<file path="src/rtl/adc_cont_pkg.sv">
package adc_cont_pkg;
  typedef enum logic [1:0] {
    ST_STOP = 2'b00,
    ST_IDLE = 2'b01,
    ST_CONV = 2'b10
  } adc_state_e;

  // trigger path is tied off in software-started continuous mode
  localparam bit HW_TRIG_STARTS = 1'b0;
endpackage

</file>
<file path="src/rtl/adc_cont_regs.sv">
module adc_cont_regs #(
  parameter int CH_W = 3
) (
  input  logic            clk_i,
  input  logic            rst_ni,
  input  logic            en_wr_i,
  input  logic            en_wdata_i,
  input  logic            start_wr_i,
  input  logic            start_wdata_i,
  input  logic            chan_wr_i,
  input  logic [CH_W-1:0] chan_wdata_i,
  output logic            en_nxt_o,
  output logic            run_nxt_o,
  output logic            run_set_o,
  output logic            chan_upd_o,
  output logic [CH_W-1:0] chan_eff_o
);
  logic            en_q, run_q;
  logic [CH_W-1:0] chan_q;

  always_comb begin
    en_nxt_o   = en_wr_i ? en_wdata_i : en_q;
    run_set_o  = start_wr_i & start_wdata_i & en_nxt_o;
    // run bit cannot survive a disabled cycle
    if (!en_nxt_o)       run_nxt_o = 1'b0;
    else if (start_wr_i) run_nxt_o = start_wdata_i;
    else                 run_nxt_o = run_q;
    chan_upd_o = chan_wr_i;
    chan_eff_o = chan_wr_i ? chan_wdata_i : chan_q;
  end

  always_ff @(posedge clk_i or negedge rst_ni) begin
    if (!rst_ni) begin
      en_q   <= 1'b0;
      run_q  <= 1'b0;
      chan_q <= '0;
    end else begin
      en_q   <= en_nxt_o;
      run_q  <= run_nxt_o;
      chan_q <= chan_eff_o;
    end
  end
endmodule

</file>
<file path="src/rtl/adc_cont_fsm.sv">
module adc_cont_fsm
  import adc_cont_pkg::*;
(
  input  logic       clk_i,
  input  logic       rst_ni,
  input  logic       en_nxt_i,
  input  logic       run_nxt_i,
  input  logic       run_set_i,
  input  logic       chan_upd_i,
  input  logic       hw_trig_i,
  input  logic       core_done_i,
  output logic       core_start_o,
  output logic       core_abort_o,
  output logic       accept_o,
  output logic [1:0] state_o
);
  adc_state_e state_q, state_d;
  logic       conv, begin_go, restart_go, trig_go;

  always_comb begin
    if (!en_nxt_i)      state_d = ST_STOP;
    else if (run_nxt_i) state_d = ST_CONV;
    else                state_d = ST_IDLE;

    conv         = (state_q == ST_CONV);
    core_abort_o = conv & (~run_nxt_i | run_set_i | chan_upd_i);
    accept_o     = conv & core_done_i & ~core_abort_o;
    begin_go     = ~conv & run_nxt_i;
    restart_go   = conv & run_nxt_i & (run_set_i | chan_upd_i);
    trig_go      = HW_TRIG_STARTS & hw_trig_i & (state_q == ST_IDLE) & en_nxt_i;
    core_start_o = begin_go | restart_go | accept_o | trig_go;
  end

  always_ff @(posedge clk_i or negedge rst_ni) begin
    if (!rst_ni) state_q <= ST_STOP;
    else         state_q <= state_d;
  end

  assign state_o = state_q;
endmodule

</file>
<file path="src/rtl/adc_cont_result.sv">
module adc_cont_result #(
  parameter int RES_W = 10
) (
  input  logic             clk_i,
  input  logic             rst_ni,
  input  logic             accept_i,
  input  logic [RES_W-1:0] core_result_i,
  output logic [RES_W-1:0] result_o,
  output logic             eoc_irq_o
);
  always_ff @(posedge clk_i or negedge rst_ni) begin
    if (!rst_ni) begin
      result_o  <= '0;
      eoc_irq_o <= 1'b0;
    end else begin
      eoc_irq_o <= accept_i;
      if (accept_i) result_o <= core_result_i;
    end
  end
endmodule

</file>
<file path="src/rtl/adc_cont_ctrl.sv">
module adc_cont_ctrl #(
  parameter int NUM_CH = 8,
  parameter int RES_W  = 10,
  localparam int CH_W  = (NUM_CH > 1) ? $clog2(NUM_CH) : 1
) (
  input  logic             clk_i,
  input  logic             rst_ni,
  input  logic             en_wr_i,
  input  logic             en_wdata_i,
  input  logic             start_wr_i,
  input  logic             start_wdata_i,
  input  logic             chan_wr_i,
  input  logic [CH_W-1:0]  chan_wdata_i,
  input  logic             hw_trig_i,
  output logic             core_start_o,
  output logic             core_abort_o,
  output logic [CH_W-1:0]  core_chan_o,
  input  logic             core_done_i,
  input  logic [RES_W-1:0] core_result_i,
  output logic [RES_W-1:0] result_o,
  output logic             eoc_irq_o,
  output logic [1:0]       state_o
);
  logic en_nxt, run_nxt, run_set, chan_upd, accept;

  adc_cont_regs #(.CH_W(CH_W)) u_regs (
    .clk_i        (clk_i),
    .rst_ni       (rst_ni),
    .en_wr_i      (en_wr_i),
    .en_wdata_i   (en_wdata_i),
    .start_wr_i   (start_wr_i),
    .start_wdata_i(start_wdata_i),
    .chan_wr_i    (chan_wr_i),
    .chan_wdata_i (chan_wdata_i),
    .en_nxt_o     (en_nxt),
    .run_nxt_o    (run_nxt),
    .run_set_o    (run_set),
    .chan_upd_o   (chan_upd),
    .chan_eff_o   (core_chan_o)
  );

  adc_cont_fsm u_fsm (
    .clk_i       (clk_i),
    .rst_ni      (rst_ni),
    .en_nxt_i    (en_nxt),
    .run_nxt_i   (run_nxt),
    .run_set_i   (run_set),
    .chan_upd_i  (chan_upd),
    .hw_trig_i   (hw_trig_i),
    .core_done_i (core_done_i),
    .core_start_o(core_start_o),
    .core_abort_o(core_abort_o),
    .accept_o    (accept),
    .state_o     (state_o)
  );

  adc_cont_result #(.RES_W(RES_W)) u_res (
    .clk_i        (clk_i),
    .rst_ni       (rst_ni),
    .accept_i     (accept),
    .core_result_i(core_result_i),
    .result_o     (result_o),
    .eoc_irq_o    (eoc_irq_o)
  );
endmodule

</file>
<file path="config.mk">
export PLATFORM = sky130hd
export DESIGN_NAME = adc_cont_ctrl
export DESIGN_NICKNAME = d
export VERILOG_FILES = /design/src/rtl/adc_cont_pkg.sv /design/src/rtl/adc_cont_regs.sv /design/src/rtl/adc_cont_fsm.sv /design/src/rtl/adc_cont_result.sv /design/src/rtl/adc_cont_ctrl.sv
export SDC_FILE = /design/constraint.sdc
export NUM_CORES = 1
export LEC_CHECK = 0
export ABC_AREA = 1
export CORE_MARGIN = 8
export CORE_UTILIZATION = 43
export CTS_CLUSTER_DIAMETER = 80
export DETAILED_ROUTE_END_ITERATION = 8
export HOLD_SLACK_MARGIN = 0.12
export PLACE_DENSITY = 0.84
export SLEW_MARGIN = 25
export SYNTH_ARGS = -nofsm -noshare
export SYNTH_HDL_FRONTEND = slang
export SYNTH_SLANG_ARGS = --single-unit
</file>
<file path="constraint.sdc">
create_clock -name clk_i -period 2.71 [get_ports clk_i]
set_clock_uncertainty 0.2 [all_clocks]
set_input_delay 0.271 -clock clk_i [delete_from_list [all_inputs] [get_ports clk_i]]
set_output_delay 0.271 -clock clk_i [all_outputs]
set_load 0.02 [all_outputs]
</file>
=== After elaboration in Yosys (flattened, before gate mapping) ===
Cells that the tools add are included.

* Shift operators: 0
* Multiply operators: 0
* $add $sub $neg: 0
* Reductions and logical operators: 0
* Muxes and demuxes: 6
* Divide/modulo/power cells: 0
* Equal/unequal tests: 1
* Bitwise logic cells: 16
* Magnitude comparators: 0

{| class="wikitable"
|+ Operators with widths
! kind !! count
|-
| AND 1 bit || 8
|-
| OR 1 bit || 5
|-
| two-way mux 2 bit || 2
|-
| two-way mux 1 bit || 3
|-
| two-way mux 3 bit || 1
|-
| NOT 1 bit || 3
|-
| equality test 2 bit (second input constant) || 1
|}

* Latch bits: 0
* Memories: 0
* Output and inout port bits: 18
* Bits in writable memories: 0
* Bits of input ports: 22
* Bits in read-only memories: 0
* Flip-flop bits (word level): 18

=== Logic depth before layout (Yosys ltp) ===
Gate-level depths: netlist (run 1).

* Depth after elaboration: 9
* Mapped depth: 7
* Mapped depth without buffers: 7

=== Cells and area by module ===
A second synthesis (run 1) with hierarchy kept.

* Cells, all modules: 86
* Area, all modules: 737.0 µm²

{| class="wikitable"
|+ Modules (own cells, without submodules)
! module !! times used !! area an instance (µm²) !! cells an instance
|-
| adc_cont_result || 1 || 402.9 || 43
|-
| adc_cont_regs || 1 || 217.7 || 26
|-
| adc_cont_fsm || 1 || 116.4 || 17
|}

=== Worst setup path after synthesis (run 1) ===
Ideal clock, no wire load.

* Path type: register -> output
* Start point: reg u_fsm.state_q[1] (netlist: u_fsm.state_o[1])
* End point: out core_abort_o
* Data arrival time: 917 ps
* Required time: 2239 ps
* Slack: 1322 ps
* Cell stages (with the launch flop): 7
* Buffers on the path: 1
* Path through: dfrtp_1 > inv_2 > nor2_4 > nand4_4 > buf_6 > nand2_1 > inv_1

* Cells in the longest elaborated chain, start to end: 2

{| class="wikitable"
|+ RTL lines
! what !! RTL line !! text
|-
| start: declaration || adc_cont_fsm.sv:17 || <nowiki>adc_state_e state_q, state_d;</nowiki>
|-
| start signal: assignment || adc_cont_fsm.sv:36 || <nowiki>else state_q <= state_d;</nowiki>
|-
| equality test 2 bit || adc_cont_fsm.sv:25 || <nowiki>conv = (state_q == ST_CONV);</nowiki>
|-
| AND 1 bit || adc_cont_fsm.sv:26 || <nowiki>core_abort_o = conv & (~run_nxt_i | run_set_i | chan_upd_i);</nowiki>
|-
| end: declaration || adc_cont_ctrl.sv:16 || <nowiki>output logic core_abort_o,</nowiki>
|}

Every way passes these cells.

=== Final worst setup path (run 1) ===
* Start point: in start_wr_i
* End point: out core_start_o

* Cells in the longest elaborated chain, start to end: 9
* Elaborated cells between the ends (all ways): 16
* Classes of those cells: mux: 2; bitwise: 14

{| class="wikitable"
|+ RTL lines
! what !! RTL line !! text
|-
| start: declaration || adc_cont_ctrl.sv:10 || <nowiki>input logic start_wr_i,</nowiki>
|-
| two-way mux 1 bit * || adc_cont_regs.sv:26 || <nowiki>else if (start_wr_i) run_nxt_o = start_wdata_i;</nowiki>
|-
| two-way mux 1 bit * || adc_cont_regs.sv:25 || <nowiki>if (!en_nxt_o) run_nxt_o = 1'b0;</nowiki>
|-
| via run_nxt || adc_cont_ctrl.sv:24 || <nowiki>logic en_nxt, run_nxt, run_set, chan_upd, accept;</nowiki>
|-
| NOT 1 bit || adc_cont_fsm.sv:26 ||
|-
| OR 1 bit (2 in a row) || adc_cont_fsm.sv:26 ||
|-
| AND 1 bit || adc_cont_fsm.sv:26 ||
|-
| NOT 1 bit || adc_cont_fsm.sv:27 || <nowiki>accept_o = conv & core_done_i & ~core_abort_o;</nowiki>
|-
| AND 1 bit || adc_cont_fsm.sv:27 ||
|-
| OR 1 bit * || adc_cont_fsm.sv:31 || <nowiki>core_start_o = begin_go | restart_go | accept_o | trig_go;</nowiki>
|-
| end: declaration || adc_cont_ctrl.sv:15 || <nowiki>output logic core_start_o,</nowiki>
|}

Mark *: on every way through the listed nets, which the timed path passes. The rest lies on a longest branch.

==> results.sh, run 1 <==
export IMPL_status="complete, no violations"
export IMPL_num_rows=16
export IMPL_initial_utilization_pct=44.5
export IMPL_min_period_over_period_pct=88.6
export IMPL_path_clk_slew_ns=0.10
export IMPL_grtUsageTotal_pct=11.6
export IMPL_rrSetupSlack_ns=0.92
export IMPL_r2r_start="u_fsm.state_o[1]$_DFF_PN0_"
export IMPL_syn_to_final_growth_pct=49.2
export IMPL_startpoint_type="input port"
export IMPL_drt_iter0_drc=14
export IMPL_postCtsHoldBufs=0
export IMPL_yosys_warnings=0
export IMPL_final_max_slew_viol_count=0
export IMPL_critPathMaxFanout=4
export IMPL_yosysTopAreaCellShare_pct=50.2
export IMPL_hold_violations=0
export IMPL_avgSynthCellArea_um2=8.92
export IMPL_netlist_area_um2=847
export IMPL_cts_tree="done"
export IMPL_antenna_found_initial=0
export IMPL_synth_common_cells="nand2_1, dfrtp_1, inv_1"
export IMPL_synth_top_family_by_area="simple AND/OR/NAND/NOR gates"
export IMPL_syn_nets=117
export IMPL_required_ns=2.24
export IMPL_critPathKind="input port to primary output"
export IMPL_htreeDepth=1
export IMPL_power_density_nw_per_um2=407
export IMPL_ys_types=20
export IMPL_slowest_delay_ns=0.59
export IMPL_netlist_instances=95
export IMPL_arrival_ns=1.93
export IMPL_place_area_um2=1240
export IMPL_gp_congestion=0.751
export IMPL_rsz0062_at_grt="false"
export IMPL_p_leak_nw=0.583
export IMPL_r2r_cells=6
export IMPL_r2r_end="u_res.result_o[1]$_DFFE_PN0P_"
export IMPL_cts_setup_buffers=0
export IMPL_ys_flop_type="dfrtp_1"
export IMPL_clock_sinks=17
export IMPL_drc=0
export IMPL_synth_adder_area_share_pct=0
export IMPL_synthArstFlopShare_pct=100
export IMPL_drive_gt1_share_pct=9.70
export IMPL_grt_start_max_net_pins=18
export IMPL_vias_per_cell=4.42
export IMPL_cts_buffer_depth=2
export IMPL_post_synth_top_count_cell="nand2_1"
export IMPL_core_um2=1900
export IMPL_max_freq_mhz=417
export IMPL_worst_slack_ns=0.310
export IMPL_totalPowerFinal_uw=515
export IMPL_n_antenna_cell=0
export IMPL_synth_compound_area_share_pct=10.5
export IMPL_wl_um=1990
export IMPL_nets=157
export IMPL_worst_pin_slew_ns=0.776
export IMPL_hold_path_class="input port to async pin"
export IMPL_place_hpwl_um=1520
export IMPL_setup_viol=0
export IMPL_max_slew_margin_pct=48.1
export IMPL_crit_slowest_cell="clkdlybuf4s50_1"
export IMPL_die_h_um=60.4
export IMPL_finalSetupTns_ns=0
export IMPL_synthXorXnorAreaFrac_pct=0
export IMPL_synth_edff_count=0
export IMPL_cp_end_kind="primary output"
export IMPL_grt_pass1_vias=694
export IMPL_cap_violations=0
export IMPL_yosys_register_bits=17
export IMPL_max_vdd_ir_drop_v=0.000262
export IMPL_synthSimpleGateAreaFrac_pct=28.5
export IMPL_grt_pass1_wl_um=3150
export IMPL_wl_per_cell_um=12.4
export IMPL_crit_path_cell_trace="clkdlybuf4s50_1, nand2_2, o21ai_0, nand2_1, inv_1, nand2_1, inv_1, clkdlybuf4s50_1"
export IMPL_final_area_um2=1260
export IMPL_numCtsBuffers=3
export IMPL_antenna_left=0
export IMPL_synth_area_leaders="dfrtp_1, nand2_1, o21bai_1, inv_1, nand3_1"
export IMPL_period_minus_slack_ns=2.40
export IMPL_ctsRootBufferMaster="clkbuf_4"
export IMPL_cts_resized=0
export IMPL_place_ws_ns=0.291
export IMPL_placement_io_buffers=38
export IMPL_synthMuxAreaShare_pct=0
export IMPL_insertion_delay_ns=0.28
export IMPL_vias=712
export IMPL_ys_seq_area_share_pct=50.2
export IMPL_drtPass1Iterations=4
export IMPL_dieArea_um2=3650
export IMPL_io_pins=40
export IMPL_overflow=0
export IMPL_synth_area_leader_cell="dfrtp_1"
export IMPL_die_w_um=60.4
## power by group
part | internal [mW] | total, mW | switching [mW] | leakage [nW]
Sequential | 0.265 | 0.271 | 0.00543 | 0.178
Clock | 0.0570 | 0.133 | 0.0765 | 0.0150
Combinational | 0.0564 | 0.111 | 0.0542 | 0.391
Total | 0.379 | 0.515 | 0.136 | 0.583
## worst max-delay path, delay by kind of cell
family | cells | cell delay, ns
and+or+nand+nor | 3 | 0.24
buffers and inverters | 4 | 1.29
AOI/OAI and AO/OA | 1 | 0.12
## registers in the layout, indices dropped and copies added, names as in the netlist
name	flops
u_res.result_o	10
u_fsm.state_o	2
u_res.eoc_irq_o	1
u_regs.en_q	1
u_regs.chan_q	3
## per-layer routing
| layer | global-route usage (%) | wire length (um) |
|---|---|---|
| met1 | 13.2 | 819 |
| met2 | 19.8 | 1030 |
| met3 | 3.18 | 117 |
| met4 | 5.10 | 25 |
| met5 | 0 | 0 |
## layout by cell type (no fill, tap or decap)
master	instances
nand3_2	1
clkbuf_4	3
inv_1	15
clkbuf_1	1
o21bai_2	1
inv_2	2
a21oi_1	1
nand2_2	1
nand3_1	11
dfrtp_1	17
nor2_1	1
clkinv_1	1
o21bai_1	9
o21ai_0	1
nand2_4	1
nor2_4	3
clkdlybuf4s50_1	38
nand2_1	25
nand4_1	1
nand4_4	1
## kinds of logic after synthesis
kind of cell | count (synthesis)
DFF | 17
buffers and inverters | 21
AOI/OAI and AO/OA | 12
and+or+nand+nor | 45
## cell type report
type | count | area [um2]
fillers | 161 | 638
flip-flops and latches | 17 | 425
repair buffers | 38 | 380
multi-input cells | 57 | 330
inverters | 18 | 67.6
well taps | 27 | 33.8
clock buffers | 4 | 26.3
## metrics by stage
step	util, %	cells	hold WS, ns
final	66.4	161	0.235
after global routing	66.4	161	0.286
after CTS	66.4	161	0.249
after detailed placement	65.1	157	0.260
after global placement	65.1	157	0.255
after floorplan	-	95	-0.225
## how the worst max path moves through the flow
stage	to	cells past startpoint	slack [ns]	startpoint
2_1_floorplan	core_abort_o	6	1.32	u_fsm.state_o[1]$_DFF_PN0_
3_3_place_gp	core_start_o	8	0.32	start_wr_i
3_5_place_dp	core_start_o	8	0.29	start_wr_i
4_1_cts	core_start_o	8	0.29	start_wr_i
5_1_grt	core_start_o	8	0.19	start_wr_i
6_report	core_start_o	8	0.31	start_wr_i
(Power assumes the default switching activity.)
==> inputs of run 2 (changes only) <==
--- a/config.mk
+++ b/config.mk
@@ -6,6 +6,7 @@
 export NUM_CORES = 1
 export LEC_CHECK = 0
 export ABC_AREA = 1
+export CORE_ASPECT_RATIO = 1.4
 export CORE_MARGIN = 8
 export CORE_UTILIZATION = 43
 export CTS_CLUSTER_DIAMETER = 80
==> constraint.sdc (replaced) <==
create_clock -name clk_i -period 3.1 [get_ports clk_i]
set_clock_uncertainty 0.2 [all_clocks]
set_input_delay 0.31 -clock clk_i [delete_from_list [all_inputs] [get_ports clk_i]]
set_output_delay 0.31 -clock clk_i [all_outputs]
set_load 0.02 [all_outputs]
==> results.sh, run 2 (synthesis gave the netlist of run 1 again) <==
export IMPL_totalPowerFinal_uw=453
export IMPL_ctsRootBufferMaster="clkbuf_4"
export IMPL_wl_per_cell_um=13.5
export IMPL_numCtsBuffers=3
export IMPL_max_slew_margin_pct=49.7
export IMPL_rrSetupSlack_ns=1.32
export IMPL_final_area_um2=1260
export IMPL_num_rows=19
export IMPL_worst_pin_slew_ns=0.753
export IMPL_min_period_over_period_pct=81.5
export IMPL_hold_violations=0
export IMPL_cts_resized=0
export IMPL_max_freq_mhz=396
export IMPL_drc=0
export IMPL_postCtsHoldBufs=0
export IMPL_grtUsageTotal_pct=13.5
export IMPL_place_area_um2=1230
export IMPL_vias_per_cell=4.85
export IMPL_startpoint_type="input port"
export IMPL_layout_common_cells="clkdlybuf4s50_1, nand2_1, dfrtp_1"
export IMPL_place_ws_ns=0.566
export IMPL_finalSetupTns_ns=0
export IMPL_nets=157
export IMPL_critPathMaxFanout=4
export IMPL_max_vdd_ir_drop_v=0.000260
export IMPL_gp_congestion=0.698
export IMPL_largest_register_ffs=10
export IMPL_rsz0062_at_grt="false"
export IMPL_final_fill_count=159
export IMPL_insertion_delay_ns=0.29
export IMPL_placement_io_buffers=38
export IMPL_dieArea_um2=3670
export IMPL_wl_um=2100
export IMPL_antenna_left=0
export IMPL_final_cells=155
export IMPL_final_max_slew_viol_count=0
export IMPL_overflow=0
export IMPL_cts_buffer_depth=2
export IMPL_htreeDepth=1
export IMPL_cap_violations=0
export IMPL_die_h_um=68.5
export IMPL_clock_sinks=17
export IMPL_dp_cells=151
export IMPL_antenna_found_initial=0
export IMPL_largest_register="u_res.result_o"
export IMPL_setup_viol=0
export IMPL_grt_start_max_net_pins=18
export IMPL_cts_setup_buffers=0
export IMPL_io_pins=40
export IMPL_drive_gt1_share_pct=10.4
export IMPL_cp_end_kind="primary output"
export IMPL_path_clk_slew_ns=0.10
export IMPL_status="complete, no violations"
export IMPL_n_antenna_cell=0
export IMPL_arrival_ns=2.02
export IMPL_initial_utilization_pct=44.5
export IMPL_die_w_um=53.5
export IMPL_place_hpwl_um=1740
export IMPL_p_leak_nw=0.586
export IMPL_drtPass1Iterations=2
export IMPL_syn_to_final_growth_pct=48.4
export IMPL_drt_iter0_drc=8
export IMPL_cts_tree="done"
export IMPL_grt_pass1_vias=796
export IMPL_period_minus_slack_ns=2.53
export IMPL_hold_path_class="input port to async pin"
export IMPL_worst_slack_ns=0.573
export IMPL_core_um2=1900
export IMPL_vias=752
export IMPL_required_ns=2.59
export IMPL_power_density_nw_per_um2=360
export IMPL_critPathKind="input port to primary output"
export IMPL_grt_pass1_wl_um=3640
export IMPL_final_common_cell="clkdlybuf4s50_1"
-- run 2: worst max-delay path, stage by stage --
cell and delay [ns]:
clkdlybuf4s50_1 0.60, nand2_2 0.13, o21ai_0 0.13, nand2_1 0.08, inv_1 0.08, nand2_1 0.06, inv_1 0.05, clkdlybuf4s50_1 0.59
-- run 2: routing by layer --
layer  vias to the layer above  track usage [%]  wire [um]
met5                         -                0          0
met4                         0             6.65         43
met3                         5             7.30        241
met2                        26             22.8       1060
met1                       345             12.9        749
li1                        376                -          -
-- run 2: path summary, 6_finish.rpt --
path	depth (start not counted)	end	from
hold reg to reg	2	u_regs.chan_q[2]$_DFF_PN0_	u_regs.chan_q[2]$_DFF_PN0_
max in group asynchronous	1	u_fsm.state_o[1]$_DFF_PN0_	rst_ni
setup reg to reg	6	u_res.result_o[3]$_DFFE_PN0P_	u_fsm.state_o[1]$_DFF_PN0_
hold / removal	1	u_regs.chan_q[1]$_DFF_PN0_	rst_ni
min in group clk_i	2	u_regs.chan_q[2]$_DFF_PN0_	u_regs.chan_q[2]$_DFF_PN0_
setup / recovery	8	core_start_o	start_wr_i
-- run 2: final cells by class --
class | count | area, um2 | share of cell area, %
flip-flops and latches | 17 | 425 | 33.8
inverters | 18 | 67.6 | 5.37
clock inverters | 1 | 5.00 | 0.398
multi-input cells | 57 | 330 | 26.3
clock buffers | 3 | 22.5 | 1.79
well taps | 21 | 26.3 | 2.09
repair buffers | 38 | 380 | 30.2
-- run 2: where the power goes --
part / switching (mW) / internal, mW / total, mW
registers: 0.00478 / 0.232 / 0.237
clock network: 0.0702 / 0.0481 / 0.118
logic: 0.0484 / 0.0493 / 0.0977
total: 0.123 / 0.329 / 0.453
-- run 2: metrics by stage --
step	hold slack (ns)	utilization [%]
global placement	0.252	64.7
CTS	0.266	66.1
finish	0.251	66.1
detailed placement	0.264	64.7
global route	0.318	66.1
floorplan	-0.186	-
